**src/rtl/crc_engine.sv**
```systemverilog
module crc_engine #(
  parameter logic [31:0] RPOLY_ETH  = 32'hEDB88320,
  parameter logic [31:0] RPOLY_CAST = 32'h82F63B78,
  parameter logic [15:0] POLY_CCITT = 16'h1021
) (
  input  logic        clk,
  input  logic        rst_n,
  input  logic        bus_wr,
  input  logic [2:0]  bus_addr,
  input  logic [7:0]  bus_wdata,
  output logic [31:0] bus_rdata,
  input  logic        in_valid,
  input  logic [7:0]  in_data,
  output logic        in_ready,
  output logic        irq
);

  logic [7:0]  mode_q;
  logic [31:0] acc_q;
  logic [31:0] acc_step;
  logic [31:0] acc_rev;
  logic        mask_q;
  logic        stat_q;

  wire enable  = mode_q[0];
  wire narrow  = mode_q[3];
  wire [31:0] rpoly = mode_q[2] ? RPOLY_CAST : RPOLY_ETH;
  wire [31:0] start_val = narrow ? 32'h0000FFFF : 32'hFFFFFFFF;

  wire take    = in_valid & enable;
  wire err_evt = in_valid & ~enable;
  wire restart = bus_wr && bus_addr == 3'd0 && bus_wdata[0];
  wire wr_mode = bus_wr && bus_addr == 3'd1;
  wire wr_ien  = bus_wr && bus_addr == 3'd3 && bus_wdata[0];
  wire wr_idis = bus_wr && bus_addr == 3'd4 && bus_wdata[0];

  assign in_ready = enable;
  assign irq      = mask_q & stat_q;

  function automatic logic [31:0] crc_byte(input logic [31:0] s_in, input logic [7:0] d,
                                           input logic nar, input logic [31:0] rp);
    logic [31:0] s;
    logic        fb;
    s = s_in;
    for (int i = 0; i < 8; i++) begin
      if (nar) begin
        fb = s[15] ^ d[7-i];
        s  = {16'h0, s[14:0], 1'b0} ^ (fb ? {16'h0, POLY_CCITT} : 32'h0);
      end else begin
        fb = s[0] ^ d[i];
        s  = (s >> 1) ^ (fb ? rp : 32'h0);
      end
    end
    return s;
  endfunction

  always_comb acc_step = crc_byte(acc_q, in_data, narrow, rpoly);

  always_comb
    for (int i = 0; i < 32; i++) acc_rev[i] = acc_q[31-i];

  always_ff @(posedge clk or negedge rst_n) begin
    if (!rst_n) begin
      mode_q <= 8'h00;
      acc_q  <= 32'hFFFFFFFF;
      mask_q <= 1'b0;
      stat_q <= 1'b0;
    end else begin
      if (wr_mode) mode_q <= bus_wdata;
      if (restart)   acc_q <= start_val;
      else if (take) acc_q <= acc_step;
      if (wr_ien)       mask_q <= 1'b1;
      else if (wr_idis) mask_q <= 1'b0;
      stat_q <= (stat_q & ~restart) | err_evt;
    end
  end

  always_comb begin
    case (bus_addr)
      3'd1:    bus_rdata = {24'h0, mode_q};
      3'd2:    bus_rdata = narrow ? {16'h0, acc_q[15:0]} : acc_rev;
      3'd5:    bus_rdata = {31'h0, mask_q};
      3'd6:    bus_rdata = {31'h0, stat_q};
      default: bus_rdata = 32'h0;
    endcase
  end

  assert_hold_idle_R6: assert property (@(posedge clk) disable iff (!rst_n)
    (!take && !restart) |=> $stable(acc_q));
  assert_restart_value_R7: assert property (@(posedge clk) disable iff (!rst_n)
    restart |=> (acc_q == ($past(narrow) ? 32'h0000FFFF : 32'hFFFFFFFF)));
  assert_narrow_upper_R4: assert property (@(posedge clk) disable iff (!rst_n)
    (take && narrow && !restart) |=> (acc_q[31:16] == 16'h0));
  assert_err_sets_R9: assert property (@(posedge clk) disable iff (!rst_n)
    (in_valid && !in_ready) |=> stat_q);
  assert_disable_quiets_R10: assert property (@(posedge clk) disable iff (!rst_n)
    wr_idis |=> !irq);

endmodule

```
**config.mk**
```make
export PLATFORM = sky130hd
export DESIGN_NAME = crc_engine
export DESIGN_NICKNAME = d
export VERILOG_FILES = /design/src/rtl/crc_engine.sv
export SDC_FILE = /design/constraint.sdc
export NUM_CORES = 1
export LEC_CHECK = 0
export BUFFER_PORTS_ARGS = -buffer_cell sky130_fd_sc_hd__buf_4
export CAP_MARGIN = 5
export CORE_MARGIN = 3
export CORE_UTILIZATION = 25
export CTS_BUF_LIST = sky130_fd_sc_hd__clkbuf_16
export DETAILED_ROUTE_END_ITERATION = 16
export PLACE_DENSITY = 0.51
export SLEW_MARGIN = 10
export SYNTH_ARGS = -nofsm -noshare
export SYNTH_HDL_FRONTEND = slang
export SYNTH_SLANG_ARGS = --single-unit
export TNS_END_PERCENT = 1
```
**constraint.sdc**
```tcl
create_clock -name clk -period 7.1 [get_ports clk]
set_input_delay 1.065 -clock clk [delete_from_list [all_inputs] [get_ports clk]]
set_output_delay 1.065 -clock clk [all_outputs]
set_load 0.05 [all_outputs]
```
=== After elaboration in Yosys (flattened, before gate mapping) ===
Cells that the tools add are included.

* Reduce and logical (&&, ||, !) cells: 10
* Bitwise operators: 39
* Equal/unequal tests: 6
* Multiplexer cells: 32

{| class="wikitable"
|+ Operators with widths
! cell !! number
|-
| $mux 32 || 20
|-
| $xor 31x32->32 || 8
|-
| $pmux 32 s4 || 1
|-
| $xor 16x13->16 || 8
|-
| $mux 13 || 8
|-
| $mux 31 || 1
|-
| $xor 1x1->1 || 16
|-
| $eq 3x3->1 const B || 3
|-
| $logic_and 1x1->1 || 7
|-
| $eq 3x2->1 const B || 2
|-
| $and 1x1->1 || 4
|-
| $reduce_bool 2->1 || 2
|-
| $eq 3x1->1 const B || 1
|-
| $logic_not 3->1 || 1
|-
| $mux 1 || 2
|-
| $not 1->1 || 2
|-
| $or 1x1->1 || 1
|}

* Input bits: 23
* Register bits after elaboration: 42
* Word-level logic and storage cells: 91

=== Logic depth before layout (Yosys ltp) ===
* Word-level depth: 34
* Depth in mapped cells: 13
* Gate-level depth less buffers: 10

=== Least setup slack after synthesis ===
Ideal clock, no wire load.

* Kind: register to output
* Start point: register mode_q[3]
* End point: output port bus_rdata[10]
* Stages on the path, launching flop included: 8
* Data arrival time: 2908 ps
* Path buffers: 5
* Setup slack: 3127 ps
* Path through: dfrtp_1 -> clkbuf_1 -> clkbuf_1 -> buf_1 -> buf_1 -> buf_1 -> mux2i_1 -> nor2_1

* Cells in the longest elaborated chain, start to end: 2

{| class="wikitable"
|+ RTL lines
! element !! RTL line !! source
|-
| start, declared || 18 || <nowiki>logic [7:0] mode_q;</nowiki>
|-
| start signal, assigned || 69 || <nowiki>if (wr_mode) mode_q <= bus_wdata;</nowiki>
|-
| $mux 32 || 81 || <nowiki>3'd2: bus_rdata = narrow ? {16'h0, acc_q[15:0]} : acc_rev;</nowiki>
|-
| $pmux 32 s4 || 79 || <nowiki>case (bus_addr)</nowiki>
|-
| end, declared || 11 || <nowiki>output logic [31:0] bus_rdata,</nowiki>
|}

Every way passes these cells.

=== Worst setup path in the final report ===
* Start point: input port in_data[7]
* End point: register acc_q[1]

* Cells in the longest elaborated chain, start to end: 34

{| class="wikitable"
|+ RTL lines
! element !! RTL line !! source
|-
| start, declared || 13 || <nowiki>input logic [7:0] in_data,</nowiki>
|-
| $xor 1x1->1 || 47 || <nowiki>fb = s[15] ^ d[7-i];</nowiki>
|-
| $mux 13 || 48 || <nowiki>s = {16'h0, s[14:0], 1'b0} ^ (fb ? {16'h0, POLY_CCITT} : 32'h0);</nowiki>
|-
| $xor 16x13->16 || 48 ||
|-
| $mux 32 || 46 || <nowiki>if (nar) begin</nowiki>
|-
| $xor 1x1->1 || 50 || <nowiki>fb = s[0] ^ d[i];</nowiki>
|-
| $mux 32 || 51 || <nowiki>s = (s >> 1) ^ (fb ? rp : 32'h0);</nowiki>
|-
| $xor 31x32->32 || 51 ||
|-
| $mux 32 || 46 ||
|-
| (+18 left out) || - ||
|-
| $xor 31x32->32 / $xor 16x13->16 (equally long branches) || 51, 48 ||
|-
| $mux 32 || 46 ||
|-
| $xor 1x1->1 || 50 ||
|-
| $mux 32 || 51 ||
|-
| $xor 31x32->32 || 51 ||
|-
| $mux 32 * || 46 ||
|-
| $mux 32 * || 71 || <nowiki>else if (take) acc_q <= acc_step;</nowiki>
|-
| $mux 32 * || 70 || <nowiki>if (restart) acc_q <= start_val;</nowiki>
|-
| end signal, assigned || 70 ||
|-
| end signal, assigned || 71 ||
|-
| end, declared || 19 || <nowiki>logic [31:0] acc_q;</nowiki>
|}

Every way passes the cells marked *; elsewhere a longest branch is shown, timed or not. The select of a mux whose other input is x is not followed.
A chain may end at the register's enable or synchronous reset.

==> flow_metrics.env <==
export IMPL_wl_met2_um=7060
export IMPL_syn_area_sq_um=4940
export IMPL_cts_sinks=42
export IMPL_ctsResizeCount=0
export IMPL_cts_hold_buf=0
export IMPL_drcViolationCount=0
export IMPL_fp_row_count=50
export IMPL_drtIter0Drc=401
export IMPL_leakagePower_nw=2.12
export IMPL_period_share_pct=64.6
export IMPL_ff2ff_path_depth=11
export IMPL_grt_ovfl_total=0
export IMPL_wl_met1_um=8640
export IMPL_drv_slew=0
export IMPL_dp_cells=868
export IMPL_synth_nets=616
export IMPL_power_share_sequential_pct=17.4
export IMPL_synth_edff_count=0
export IMPL_grt_usage_pct=16.0
export IMPL_viasPerCell=5.04
export IMPL_hold_class="register to register"
export IMPL_maxSlewHeadroom_pct=23.0
export IMPL_async_flop_share_pct=100
export IMPL_max_cap_viol_count=0
export IMPL_power_frac_clock_pct=6.3
export IMPL_setup_viol=0
export IMPL_antenna_cells=0
export IMPL_cts_root_buffer="clkbuf_16"
export IMPL_insertion_delay_ns=0.29
export IMPL_area_growth_pct=14.6
export IMPL_cts_path_max_buffers=2
export IMPL_grt_pass1_wl_um=26800
export IMPL_clk_pin_slew_worst_paths_ns=0.06
export IMPL_nets=642
export IMPL_hold_slack_ns=0.506
export IMPL_tightest_slew_ns=1.15
export IMPL_cts_buffers=5
export IMPL_hold_violations=0
export IMPL_netSwitchingPower_mw=1.83
export IMPL_fin_tns_setup_ns=0
export IMPL_post_cts_setup_buffers=0
export IMPL_pin_count=57
export IMPL_cts_tree="built"
export IMPL_final_util_pct=29.7
export IMPL_fmax_mhz=218
export IMPL_fill_cells=2074
export IMPL_timing_rr_start="mode_q[2]"
export IMPL_grt_max_degree=50
export IMPL_critPathKind="primary input to register"
export IMPL_r2r_setup_slack_ns=2.91
export IMPL_dp_hpwl_um=12800
export IMPL_ant_nets=0
export IMPL_antenna_found_initial=0
export IMPL_crit_arrival_ns=4.78
export IMPL_p_sw_share_pct=51.0
export IMPL_worst_setup_path_end_kind="register"
export IMPL_start_util_pct=25.9
export IMPL_syn_avg_cell_area_sq_um=8.39
export IMPL_p_comb_share_pct=76.3
export IMPL_routed_top_layer="met4"
export IMPL_internal_power_mw=1.76
export IMPL_r2r_end="acc_q[11]"
export IMPL_fin_cells=876
export IMPL_outcome="finished clean"
export IMPL_cp_endpoint="acc_q[1]"
export IMPL_drt_total_wl_um=17300
export IMPL_crit_required_ns=7.29
export IMPL_grt_setup_unrepaired="false"
export IMPL_route_detailed_wl_per_inst_um=19.7
export IMPL_routed_wl_met3_um=1280
export IMPL_drtPass1Iterations=4
export IMPL_io_buffer_count=56
export IMPL_synth_distinct_cells=71
export IMPL_hp_start="acc_q[31]"
export IMPL_drive_above_1_share_pct=21.9
export IMPL_power_mw=3.59
export IMPL_vias=4412
export IMPL_postSynthCellCount=589
export IMPL_pwr_density_cell_nw_per_um2=635
export IMPL_cp_startpoint="in_data[7]"
export IMPL_core_area_sq_um=19100
export IMPL_ys_seq_area_share_pct=22.1
export IMPL_peakVddDrop_v=0.000169
export IMPL_cts_htree_levels=2
export IMPL_gp_routability_congestion=0.881
export IMPL_fin_crit_ns=4.59
export IMPL_postSynthRegisterBits=42
export IMPL_crit_fanout=16
export IMPL_yosys_warnings=0
export IMPL_synthFlopType="dfstp_2"
export IMPL_first_global_vias=4332
export IMPL_skew_ns=0.00453
export IMPL_die_width_um=147
export IMPL_cp_start_kind="primary input"
export IMPL_die_h_um=147
export IMPL_die_area_sq_um=21500
-- cells in the mapped netlist, drive strengths merged (3+ instances only) --
cell / number / share of area, %
xnor2: 114 / 21
o21ai: 54 / 5.5
nand2: 43 / 3.3
nor2: 42 / 3.2
a21oi: 38 / 3.9
dfstp: 32 / 17
clkbuf: 28 / 2.2
xor2: 28 / 6.0
and2: 25 / 3.2
mux2i: 20 / 4.1
buf: 15 / 2.1
o211ai: 14 / 2.1
nand3: 12 / 1.2
dfrtp: 10 / 5.1
a211oi: 9 / 1.6
mux2: 8 / 1.8
a31oi: 7 / 1.0
nand2b: 7 / 0.89
nor3: 7 / 0.94
a211o: 6 / 1.1
a221oi: 6 / 1.1
inv: 5 / 0.38
and3: 4 / 0.51
ha: 4 / 1.0
nand3b: 4 / 0.61
xnor3: 4 / 1.8
a22oi: 3 / 0.46
nor3b: 3 / 0.46
or2: 3 / 0.38
-- power by group through the flow --
stage          registers [mW]  clock network (mW)  logic [mW]
2_1_floorplan           0.484                   0        2.26
3_3_place_gp            0.632                   0        2.71
3_5_place_dp            0.627                   0        2.70
4_1_cts                 0.624               0.233        2.71
5_1_grt                 0.639               0.241        2.96
6_report                0.625               0.228        2.74
-- cells by family after synthesis --
group | synth area share, %
mux | 5.88
simple gates | 16.0
fa+ha+maj | 1.01
buf+inv | 4.66
compound gates | 21.4
flops | 22.1
xor+xnor | 29.0
-- flip-flops by register name, summed over array words and instances (netlist names) --
register  count
stat_q        1
mask_q        1
mode_q        8
acc_q        32
-- metrics by stage --
step                      setup slack, ns  area (sq um)
after floorplan                      3.13          4940
after global placement               2.22          5520
after detailed placement             2.26          5520
after CTS                            2.57          5660
after global routing                 2.31          5660
final                                2.51          5660
-- worst min path at each step --
stage | end | slack, ns | cells past startpoint
final | acc_q[31] | 0.51 | 2
after global routing | mode_q[5] | 0.52 | 1
after CTS | mode_q[5] | 0.51 | 1
after detailed placement | mode_q[5] | 0.49 | 1
after global placement | mode_q[5] | 0.49 | 1
after floorplan | stat_q | 0.46 | 2
-- cells in the final DEF, fill, tap and decap left out, types with 3 or more instances in the layout --
cell and instances:
and2_1 25, buf_4 62, a21oi_1 37, o21ai_0 39
dfstp_2 32, xnor2_1 108, o21ai_1 14, nand2_1 43
nor3_1 6, xor2_1 24, a221oi_1 6, a211oi_1 7
a22oi_1 3, or2_2 3, and3_1 4, a211o_1 6
a31oi_1 6, o211ai_1 14, xnor3_1 4, mux2i_1 20
nand3_1 12, mux2_2 8, nand3b_1 4, nand2b_1 7
nor2_1 41, ha_1 4, xnor2_2 6, clkbuf_16 5
dfrtp_1 9, nor3b_1 3, inv_1 6
-- per-layer routing --
metal	up-vias	GRT usage [%]
met5	-	0
met1	2093	24.3
met4	0	3.57
li1	2110	-
met2	186	23.6
met3	23	2.61
-- worst max-delay path: stages --
cell,delay [ns]
buf_4,0.15
xnor2_1,0.89
o211ai_1,0.25
and4_4,0.26
o31ai_4,0.30
xor2_4,0.65
mux2i_1,0.60
xnor2_1,0.14
o21ai_0,0.33
o21ai_0,0.14
-- final cells by class --
cell class | count | area (sq um) | share of cell area [%]
Tap cell | 260 | 325 | 5.75
Clock inverter | 3 | 12.5 | 0.221
Timing Repair Buffer | 62 | 465 | 8.22
Clock buffer | 5 | 125 | 2.21
Multi-Input combinational cell | 498 | 3620 | 63.9
Sequential cell | 42 | 1090 | 19.3
Inverter | 6 | 22.5 | 0.398
No activity file was read; power rests on OpenSTA's default activity.
